## config.mk

```make
export PLATFORM = sky130hd
export DESIGN_NAME = arx_async_rx
export DESIGN_NICKNAME = d
export VERILOG_FILES = /design/src/rtl/arx_pkg.sv /design/src/rtl/arx_frame_fsm.sv /design/src/rtl/arx_char_eval.sv /design/src/rtl/arx_async_rx.sv
export SDC_FILE = /design/constraint.sdc
export NUM_CORES = 1
export LEC_CHECK = 0
export ABC_AREA = 0
export BUFFER_PORTS_ARGS = -buffer_cell sky130_fd_sc_hd__buf_2
export CAP_MARGIN = 20
export CORE_UTILIZATION = 45
export CTS_CLUSTER_SIZE = 24
export DETAILED_ROUTE_END_ITERATION = 10
export PLACE_DENSITY = 0.62
export SLEW_MARGIN = 15
export SYNTH_ARGS = -nofsm -noshare
export SYNTH_HDL_FRONTEND = slang
export SYNTH_SLANG_ARGS = --single-unit
```

## constraint.sdc

```tcl
create_clock -name clk -period 3.15 [get_ports clk]
set_clock_uncertainty 0.05 [all_clocks]
set_input_delay 0.4725 -clock clk [delete_from_list [all_inputs] [get_ports clk]]
set_output_delay 0.4725 -clock clk [all_outputs]
set_load 0.03 [all_outputs]
```

## src/rtl/arx_pkg.sv

```systemverilog
package arx_pkg;

    localparam int CHAR_W  = 8;
    localparam int MIN_LEN = 5;
    localparam int IDX_W   = $clog2(CHAR_W);

    typedef enum logic [1:0] {
        PAR_NONE  = 2'd0,
        PAR_EVEN  = 2'd1,
        PAR_ODD   = 2'd2,
        PAR_FORCE = 2'd3
    } par_mode_e;

    typedef enum logic [2:0] {
        ST_IDLE,
        ST_START,
        ST_DATA,
        ST_PAR,
        ST_STOP,
        ST_RESYNC,
        ST_BRK
    } rx_state_e;

    typedef struct packed {
        logic [CHAR_W-1:0] data;
        logic              par_bit;
        logic              stop_bit;
        logic              brk;
    } frame_t;

    // Mask that keeps the low (MIN_LEN + sel) bits of a character.
    function automatic logic [CHAR_W-1:0] len_mask(input logic [1:0] sel);
        logic [CHAR_W-1:0] m;
        for (int i = 0; i < CHAR_W; i++) begin
            m[i] = (i < MIN_LEN + int'(sel));
        end
        return m;
    endfunction

    // Parity bit the sender should have placed after the data bits.
    function automatic logic want_parity(input logic [CHAR_W-1:0] data,
                                         input par_mode_e        mode,
                                         input logic             lvl);
        case (mode)
            PAR_EVEN:  return ^data;
            PAR_ODD:   return ~^data;
            PAR_FORCE: return lvl;
            default:   return 1'b0;
        endcase
    endfunction

endpackage

```

## src/rtl/arx_frame_fsm.sv

```systemverilog
module arx_frame_fsm
    import arx_pkg::*;
#(
    parameter int OVS = 16
) (
    input  logic       clk,
    input  logic       rst,
    input  logic       samp_en,
    input  logic       rxd,
    input  logic       x16,
    input  logic [1:0] len_sel,
    input  logic       par_en,
    output frame_t     frm,
    output logic       frm_vld,
    output logic       brk_gone
);

    localparam int CW   = $clog2(OVS);
    localparam int HALF = OVS / 2;

    rx_state_e         state;
    logic [CW-1:0]     cnt;
    logic [IDX_W-1:0]  bidx;
    logic [CHAR_W-1:0] shreg;
    logic              pbit;
    logic              tick;
    logic              last_bit;
    logic              mid_hit;
    logic              line_brk;

    always_comb begin
        tick     = x16 ? (cnt == CW'(OVS - 1)) : 1'b1;
        mid_hit  = (cnt == CW'(HALF - 1));
        last_bit = (bidx == IDX_W'(MIN_LEN - 1) + IDX_W'(len_sel));
        line_brk = !rxd && (shreg == '0) && !(par_en && pbit);
    end

    always_ff @(posedge clk) begin
        if (rst) begin
            state    <= ST_IDLE;
            cnt      <= '0;
            bidx     <= '0;
            shreg    <= '0;
            pbit     <= 1'b0;
            frm      <= '0;
            frm_vld  <= 1'b0;
            brk_gone <= 1'b0;
        end else begin
            frm_vld  <= 1'b0;
            brk_gone <= 1'b0;
            if (samp_en) begin
                case (state)
                    ST_IDLE: begin
                        if (!rxd) begin
                            shreg <= '0;
                            bidx  <= '0;
                            pbit  <= 1'b0;
                            if (x16) begin
                                cnt   <= CW'(1);
                                state <= ST_START;
                            end else begin
                                cnt   <= '0;
                                state <= ST_DATA;
                            end
                        end
                    end
                    ST_START: begin
                        if (mid_hit) begin
                            cnt   <= '0;
                            state <= rxd ? ST_IDLE : ST_DATA;
                        end else begin
                            cnt <= cnt + CW'(1);
                        end
                    end
                    ST_DATA: begin
                        if (tick) begin
                            cnt         <= '0;
                            shreg[bidx] <= rxd;
                            bidx        <= bidx + IDX_W'(1);
                            if (last_bit) state <= par_en ? ST_PAR : ST_STOP;
                        end else begin
                            cnt <= cnt + CW'(1);
                        end
                    end
                    ST_PAR: begin
                        if (tick) begin
                            cnt   <= '0;
                            pbit  <= rxd;
                            state <= ST_STOP;
                        end else begin
                            cnt <= cnt + CW'(1);
                        end
                    end
                    ST_STOP: begin
                        if (tick) begin
                            cnt          <= '0;
                            frm_vld      <= 1'b1;
                            frm.data     <= shreg;
                            frm.par_bit  <= pbit;
                            frm.stop_bit <= rxd;
                            frm.brk      <= line_brk;
                            if (line_brk)       state <= ST_BRK;
                            else if (!rxd && x16) state <= ST_RESYNC;
                            else                state <= ST_IDLE;
                        end else begin
                            cnt <= cnt + CW'(1);
                        end
                    end
                    ST_RESYNC: begin
                        if (mid_hit) begin
                            cnt   <= '0;
                            state <= ST_IDLE;
                        end else begin
                            cnt <= cnt + CW'(1);
                        end
                    end
                    ST_BRK: begin
                        if (rxd) begin
                            brk_gone <= 1'b1;
                            state    <= ST_IDLE;
                        end
                    end
                    default: state <= ST_IDLE;
                endcase
            end
        end
    end

    // without an enable nothing in the receiver moves
    p_freeze_r11: assert property (@(posedge clk) disable iff (rst)
        !samp_en |=> ($stable(state) && $stable(cnt) && $stable(bidx)));

    // end of break only follows a high line at an enable
    p_brk_gone_line_r8: assert property (@(posedge clk) disable iff (rst)
        brk_gone |-> ($past(rxd) && $past(samp_en)));

    // a frame is only produced from a sampled stop bit
    p_frame_on_enable_r4: assert property (@(posedge clk) disable iff (rst)
        frm_vld |-> $past(samp_en));

endmodule

```

## src/rtl/arx_char_eval.sv

```systemverilog
module arx_char_eval
    import arx_pkg::*;
(
    input  logic              clk,
    input  logic              rst,
    input  frame_t            frm,
    input  logic              frm_vld,
    input  logic              brk_gone,
    input  logic [1:0]        len_sel,
    input  par_mode_e         par_mode,
    input  logic              par_lvl,
    input  logic [CHAR_W-1:0] cmp,
    output logic              chr_vld,
    output logic [CHAR_W-1:0] chr_data,
    output logic              chr_perr,
    output logic              chr_ferr,
    output logic              chr_match,
    output logic              brk_start,
    output logic              brk_end
);

    logic [CHAR_W-1:0] mask;
    logic [CHAR_W-1:0] kept;
    logic              exp_par;

    always_comb begin
        mask    = len_mask(len_sel);
        kept    = frm.data & mask;
        exp_par = want_parity(kept, par_mode, par_lvl);
    end

    always_ff @(posedge clk) begin
        if (rst) begin
            chr_vld   <= 1'b0;
            chr_data  <= '0;
            chr_perr  <= 1'b0;
            chr_ferr  <= 1'b0;
            chr_match <= 1'b0;
            brk_start <= 1'b0;
            brk_end   <= 1'b0;
        end else begin
            chr_vld   <= frm_vld && !frm.brk;
            brk_start <= frm_vld && frm.brk;
            brk_end   <= brk_gone;
            if (frm_vld && !frm.brk) begin
                chr_data  <= kept;
                chr_perr  <= (par_mode != PAR_NONE) && (frm.par_bit != exp_par);
                chr_ferr  <= !frm.stop_bit;
                chr_match <= ((frm.data ^ cmp) & mask) == '0;
            end
        end
    end

    // a character strobe lasts exactly one cycle
    p_vld_pulse_r2: assert property (@(posedge clk) disable iff (rst)
        chr_vld |=> !chr_vld);

    // a break never delivers a character
    p_brk_no_char_r7: assert property (@(posedge clk) disable iff (rst)
        brk_start |-> !chr_vld);

    // break start and break end cannot coincide
    p_brk_order_r8: assert property (@(posedge clk) disable iff (rst)
        brk_end |-> !brk_start);

    // bits beyond the programmed length stay zero (config held steady)
    p_upper_zero_r2: assert property (@(posedge clk) disable iff (rst)
        (chr_vld && $stable(len_sel)) |-> ((chr_data & ~len_mask(len_sel)) == '0));

endmodule

```

## src/rtl/arx_async_rx.sv

```systemverilog
module arx_async_rx
    import arx_pkg::*;
#(
    parameter int OVS = 16
) (
    input  logic              clk,
    input  logic              rst,
    input  logic              samp_en,
    input  logic              rxd,
    input  logic              cfg_x16,
    input  logic [1:0]        cfg_len,
    input  logic [1:0]        cfg_par,
    input  logic              cfg_par_lvl,
    input  logic [CHAR_W-1:0] cfg_cmp,
    output logic              chr_vld,
    output logic [CHAR_W-1:0] chr_data,
    output logic              chr_perr,
    output logic              chr_ferr,
    output logic              chr_match,
    output logic              brk_start,
    output logic              brk_end
);

    frame_t    frm;
    logic      frm_vld;
    logic      brk_gone;
    par_mode_e par_mode;

    assign par_mode = par_mode_e'(cfg_par);

    arx_frame_fsm #(.OVS(OVS)) u_fsm (
        .clk      (clk),
        .rst      (rst),
        .samp_en  (samp_en),
        .rxd      (rxd),
        .x16      (cfg_x16),
        .len_sel  (cfg_len),
        .par_en   (par_mode != PAR_NONE),
        .frm      (frm),
        .frm_vld  (frm_vld),
        .brk_gone (brk_gone)
    );

    arx_char_eval u_eval (
        .clk       (clk),
        .rst       (rst),
        .frm       (frm),
        .frm_vld   (frm_vld),
        .brk_gone  (brk_gone),
        .len_sel   (cfg_len),
        .par_mode  (par_mode),
        .par_lvl   (cfg_par_lvl),
        .cmp       (cfg_cmp),
        .chr_vld   (chr_vld),
        .chr_data  (chr_data),
        .chr_perr  (chr_perr),
        .chr_ferr  (chr_ferr),
        .chr_match (chr_match),
        .brk_start (brk_start),
        .brk_end   (brk_end)
    );

    // the match flag is only meaningful alongside a character
    p_match_needs_char_r9: assert property (@(posedge clk) disable iff (rst)
        $rose(chr_match) |-> chr_vld);

endmodule

```

### After elaboration in Yosys (flattened, before gate mapping)

Cells that the tools add are included.
W data, S select, Z words.

* register bits after elaboration: 46
* bits of input ports: 18
* output and inout bits: 14
* logic and storage cells: 124

* add/subtract/negate cells: 4
* magnitude comparators: 10
* eq/ne operators: 21
* mux-type cells: 35
* bitwise operators: 6
* reductions and logical operators: 30

Operators with widths (number)
* $lt A4 B32 Y1 const A: 4
* $lt A3 B32 Y1 const A: 2
* $mux W3: 13
* $lt A2 B32 Y1 const A: 1
* $pmux W3 S7: 1
* $and A8 B8 Y8: 2
* $logic_not A8 Y1: 2
* $mux W8: 2
* $pmux W8 S2: 1
* $mux W4: 3
* $ne A2 B1 Y1 const B: 6
* $pmux W4 S3: 1
* $eq A3 B3 Y1 const B: 3
* $reduce_and A9 Y1: 1
* $reduce_or A3 Y1: 3
* $bwmux W8: 1
* $logic_and A1 B1 Y1: 8
* $reduce_and A4 Y1: 2
* $reduce_xnor A8 Y1: 1
* $reduce_xor A8 Y1: 1
* $xor A8 B8 Y8: 1
* $mux W1: 7
* $eq A3 B2 Y1 const B: 2
* $pmux W3 S2: 1
* other kinds (26): 37

### Depth between registers and ports, before layout

* word-level depth: 7
* mapped depth: 7
* mapped depth without buffers: 7

### By module

Synthesis repeated with hierarchy kept, for this count alone.

* cells, all modules: 284
* area total of the unflattened synthesis: 2389.8 µm²

Modules (own cells, without submodules)
* arx_frame_fsm: times used 1, cells each 200, area each 1692.9 µm², seq. area each 640.6 µm²
* arx_char_eval: times used 1, cells each 83, area each 690.7 µm², seq. area each 280.3 µm²
* arx_async_rx: times used 1, cells each 1, area each 6.3 µm², seq. area each 0.0 µm²

### Worst setup path before layout

No wires, ideal clock.

* kind: reg-to-reg
* from: register u_fsm.cnt[0]
* to: register u_fsm.cnt[3]
* library setup time: 0.070 ns
* data arrival time: 1.584 ns
* required time: 3.030 ns
* path slack: 1.445 ns
* stages on the path, launching flop included: 7
* path buffers: 0
* clock period less this slack: 1.705 ns
* path through: dfxtp_1 ha_1 nand3_1 nand2_1 o22a_1 or4_1 a21oi_1

* longest elaborated chain between the ends: 4
* elaborated cells on any way between the ends: 7
* classes of those cells: add/sub (1); eq/ne (2); mux (4)

RTL lines
* from (decl): RTL line arx_frame_fsm.sv:22 `logic [CW-1:0] cnt;`
* from (signal assigned): RTL line arx_frame_fsm.sv:72 `cnt <= cnt + CW'(1);`
* from (signal assigned): RTL line arx_frame_fsm.sv:82 `cnt <= cnt + CW'(1);`
* from (signal assigned): RTL line arx_frame_fsm.sv:91 `cnt <= cnt + CW'(1);`
* branches (longest 3 deep; another with $add A4 B1 Y4)
* $pmux W4 S3 (*): RTL line arx_frame_fsm.sv:52 `case (state)`

Every way passes the cells marked *.
A chain may end at the register's enable or synchronous reset.

### Worst setup path after layout

* from: register u_fsm.state[1]
* to: register u_fsm.cnt[3]

* longest elaborated chain between the ends: 4
* elaborated cells on any way between the ends: 12
* classes of those cells: eq/ne (6); mux (1); reduce/logical (5)

RTL lines
* from (decl): RTL line arx_frame_fsm.sv:21 `rx_state_e state;`
* from (signal assigned): RTL line arx_frame_fsm.sv:70 `state <= rxd ? ST_IDLE : ST_DATA;`
* from (signal assigned): RTL line arx_frame_fsm.sv:80 `if (last_bit) state <= par_en ? ST_PAR : ST_STOP;`
* $eq A3 B2 Y1, or another cell as far along: RTL line arx_frame_fsm.sv:52
* $reduce_or A3 Y1 (no line) / $reduce_or A2 Y1 (equally long branches)
* $reduce_bool A3 Y1 (no line)
* $reduce_and A3 Y1 (no line)

Parallel ways exist; a longest one is shown, timed or not.

==> results.txt <==
----------------------------------------------------
[Yosys]
  Count of synthesis-stage warnings from yosys ... 0
  Part of the Yosys area used for sequential elements ... 40.55%
  Number of instances in the synthesized netlist ... 279
  Syn avg cell area ... 8.140 um^2
  Post-Synthesis Cell Area ... 2271 um^2
  Syn nets ... 299
  Most used flip-flop cell after synthesis ... sky130_fd_sc_hd__dfxtp_1
  Number of enable flip-flop cells after synthesis ... 0
  Count of different cell masters after synthesis ... between 40 and 50
  Fraction of synthesis flops using an asynchronous set or reset pin ... 0%
  Post-synthesis register bit count ... 46

[Power]
  Pwr dens ... 545.0 nW/um^2
  Internal ... about 930 uW
  Switching part of the total power ... 32.94%
  Worst vdd ir ... 259.7 uV
  Comb power frac ... 23.6%
  Share of total power in the clock network ... a little over a quarter
  Sequential power share ... slightly below 50%
  Psw ... roughly 450 uW
  Static Leakage ... 0.9511 nW

[Timing]
  Worst hold margin ... 0.3768 ns
  Final worst-path cycle share ... 66.33%
  Sum of negative setup slack ... 0 ns
  Achievable frequency ... 0.4786 GHz
  Setup violation total in the final timing report ... 0
  Hold violation total from the final report ... 0
  Slew at the pin closest to its max-slew limit ... ~0.85 ns
  Setup repair after global routing missed its margin ... false
  Worst rel slew slack ... 43.05%
  Max-slew violations ... 0
  Final worst path period need ... 2.089 ns

[Setup path]
  Critical Path Source Type ... flop
  Cells on worst reg2reg path ... 5
  Type of the worst setup path ... reg -> reg
  Required time at the endpoint of the critical path ... approximately 3.3 ns
  Arrival time at the worst endpoint ... 2.27 ns
  Maximum fanout along the worst path ... 22
  Slack of the worst reg-to-reg path ... 1.06 ns
  Type of element capturing the critical path ... flop

[Global route]
  Global-route wire length before repair ... 8259 um
  Maximum number of pins on one net before global-route repair ... 49
  Initial antenna violation count ... 0
  GRT Total Usage ... 19.98%
  Via count of the first global-routing pass ... ~1800
  Remaining global-route overflow ... 0

[Clock tree]
  Bufs on Longest Clock Path ... 2
  Root buf cell ... sky130_fd_sc_hd__clkbuf_8
  TritonCTS Buffers ... 5
  Clock-pin slew reported for the worst setup and hold paths after clock tree synthesis ... around 0.090 ns
  Clock sink total ... 46
  Gates resized, CTS repair ... 0
  Clock latency reported for the late side of the worst-skew pair ... about 0.30 ns
  Count of buffers added by post-CTS timing repair for setup ... 0
  Depth of the CTS H-tree ... 2
  CTS tree ... done
  Number of hold buffers added after cts ... 0

[Die]
  Placeable core region ... 4786 um^2
  Die area ... 5335 um^2
  Horizontal extent of the die ... between 70 and 80 um
  Number of rows in the core area ... 25
  DIE HEIGHT ... ~73 um
  Initial Utilization ... a little under half
  Number of top-level design ports ... 32

[Routing]
  Violation count after the first detailed-routing iteration ... ~100
  Via count of the routed design ... 1998
  Final wirelength ... 4917 um
  Residual DRC count ... 0
  Final routed wire length divided by cell count ... 13.36 um
  Ratio of routed vias to standard cells ... around 5.4
  Detailed Routing Iterations Pass 1 ... 4
  Remaining antenna violation count after routing ... 0

[Worst hold path]
  Worst hold stages ... 1
  Kind of path behind the tightest hold check ... reg -> reg

[Finish]
  Most frequent standard cell in the layout excluding fill and tap cells ... sky130_fd_sc_hd__dfxtp_1
  Antenna diode instance count ... 0
  Area used by multi-input combinational logic ... approximately 1300 um^2
  Storage element area ... between 900 and 1000 um^2
  Most frequent cells in the layout ... 46 x sky130_fd_sc_hd__dfxtp_1, 43 x sky130_fd_sc_hd__nand2_1, 31 x sky130_fd_sc_hd__buf_2
  Fraction of layout instances using a drive strength above 1 ... 13.95%
  Fillers ... 457
  Final net count ... 320
  Post-synthesis to final-layout area growth ... 11.52%

[Placed design]
  Detailed placer's ending HPWL ... 3443 um
  Quantity of I/O buffers inserted on ports ... 31
  Global placement routability congestion ... 0.8649

[Status]
  Run status ... finished clean

[Run]
  Max-cap violations ... 0

----------------------------------------------------
-- power by group through the flow --
stage                     clock network, mW  registers (mW)  logic (mW)
after floorplan                           0           0.648       0.303
after global placement                    0           0.689       0.323
after detailed placement                  0           0.690       0.323
after global routing                  0.418           0.684       0.360
final                                 0.378           0.677       0.325
after CTS                             0.386           0.676       0.326
-- per-layer routing --
| metal | wire [um] | vias up | share of wire, % | global-route usage (%) |
|---|---|---|---|---|
| li1 | - | 1036 | - | - |
| met1 | 2497 | 909 | 51 | 27.00 |
| met2 | 2151 | 47 | 44 | 31.17 |
| met3 | 200 | 6 | 4.1 | 4.282 |
| met4 | 68 | 0 | 1.4 | 7.407 |
| met5 | 0 | - | 0 | 0 |
-- state kept, by name, indices dropped and copies added, names as in the netlist, 3 cells and up --
| signal | flops |
|---|---|
| u_eval.chr_data | 8 |
| u_fsm.bidx | 3 |
| u_fsm.cnt | 4 |
| u_fsm.frm | 11 |
| u_fsm.shreg | 8 |
| u_fsm.state | 3 |
-- cells in the mapped netlist, types with 2 or more instances --
cell	number	area [um^2]
sky130_fd_sc_hd__a211oi_1	7	52.55
sky130_fd_sc_hd__a21oi_1	30	150.1
sky130_fd_sc_hd__a22oi_1	6	45.04
sky130_fd_sc_hd__a311oi_1	3	26.28
sky130_fd_sc_hd__a31oi_1	2	12.51
sky130_fd_sc_hd__a32oi_1	2	17.52
sky130_fd_sc_hd__and3_1	3	18.77
sky130_fd_sc_hd__and3b_1	3	26.28
sky130_fd_sc_hd__clkbuf_1	15	56.30
sky130_fd_sc_hd__dfxtp_1	46	920.9
sky130_fd_sc_hd__ha_1	2	25.02
sky130_fd_sc_hd__inv_1	3	11.26
sky130_fd_sc_hd__mux2i_1	4	40.04
sky130_fd_sc_hd__nand2_1	43	161.4
sky130_fd_sc_hd__nand2b_1	4	25.02
sky130_fd_sc_hd__nand3_1	8	40.04
sky130_fd_sc_hd__nand3b_1	3	22.52
sky130_fd_sc_hd__nand4_1	5	31.28
sky130_fd_sc_hd__nor2_1	27	101.4
sky130_fd_sc_hd__nor2b_1	8	50.05
sky130_fd_sc_hd__nor3_1	4	20.02
sky130_fd_sc_hd__nor3b_1	3	22.52
sky130_fd_sc_hd__nor4_1	3	18.77
sky130_fd_sc_hd__nor4b_1	3	26.28
sky130_fd_sc_hd__o21ai_0	10	50.05
sky130_fd_sc_hd__o22a_1	2	17.52
sky130_fd_sc_hd__o22ai_1	2	12.51
sky130_fd_sc_hd__or4_1	2	15.01
sky130_fd_sc_hd__xnor2_1	7	61.31
sky130_fd_sc_hd__xor2_1	7	61.31
-- worst paths after layout --
path / startpoint / end
max reg2reg: u_fsm.state[1]$_SDFFE_PP0P_ / u_fsm.cnt[3]$_SDFFE_PP0P_
min: u_fsm.frm[1]$_SDFFE_PP0P_ / u_eval.chr_ferr$_SDFFE_PP0P_
max: u_fsm.state[1]$_SDFFE_PP0P_ / u_fsm.cnt[3]$_SDFFE_PP0P_
min reg2reg: u_fsm.frm[1]$_SDFFE_PP0P_ / u_eval.chr_ferr$_SDFFE_PP0P_
-- stage by stage --
step | instances | setup slack (ns) | power [mW] | utilization [%] | cell area [um^2]
6_report | 368 | 1.061 | 1.380 | 52.92 | 2532
5_1_grt | 368 | 0.8938 | 1.462 | 52.92 | 2532
4_1_cts | 368 | 1.051 | 1.388 | 52.92 | 2532
3_5_place_dp | 360 | 1.071 | 1.013 | 50.93 | 2437
3_3_place_gp | 360 | 1.116 | 1.012 | 50.93 | 2437
2_1_floorplan | 279 | 1.445 | 0.9511 | - | 2271
-- cell families (layout without fill, tap and decap cells) --
logic type,after synthesis,count (layout),share of synthesized area [%]
buffers and inverters,20,42,3.691
adder cells (fa/ha/maj),2,2,1.102
multiplexers,5,5,2.259
XOR/XNOR,15,15,6.391
AND/OR/NAND/NOR,121,121,26.72
AO/OA/AOI/OAI,70,70,19.28
flip-flops,46,46,40.55
-- worst max-delay path: stages, from the launching register on --
cell and delay [ns]:
sky130_fd_sc_hd__dfxtp_1 0.76, sky130_fd_sc_hd__nor2b_1 0.27, sky130_fd_sc_hd__nor2_1 0.06, sky130_fd_sc_hd__o22a_1 0.25, sky130_fd_sc_hd__or4_1 0.48, sky130_fd_sc_hd__a21oi_1 0.14
-- cell type report --
| cell class | instances | area share, % |
|---|---|---|
| flip-flops and latches | 46 | 36.36 |
| clock buffers | 6 | 3.261 |
| clock inverters | 2 | 0.4941 |
| repair buffers | 31 | 6.126 |
| well taps | 67 | 3.310 |
| multi-input cells | 213 | 50.00 |
| inverters | 3 | 0.4447 |
Note: power is estimated with default switching activity, not from simulation.
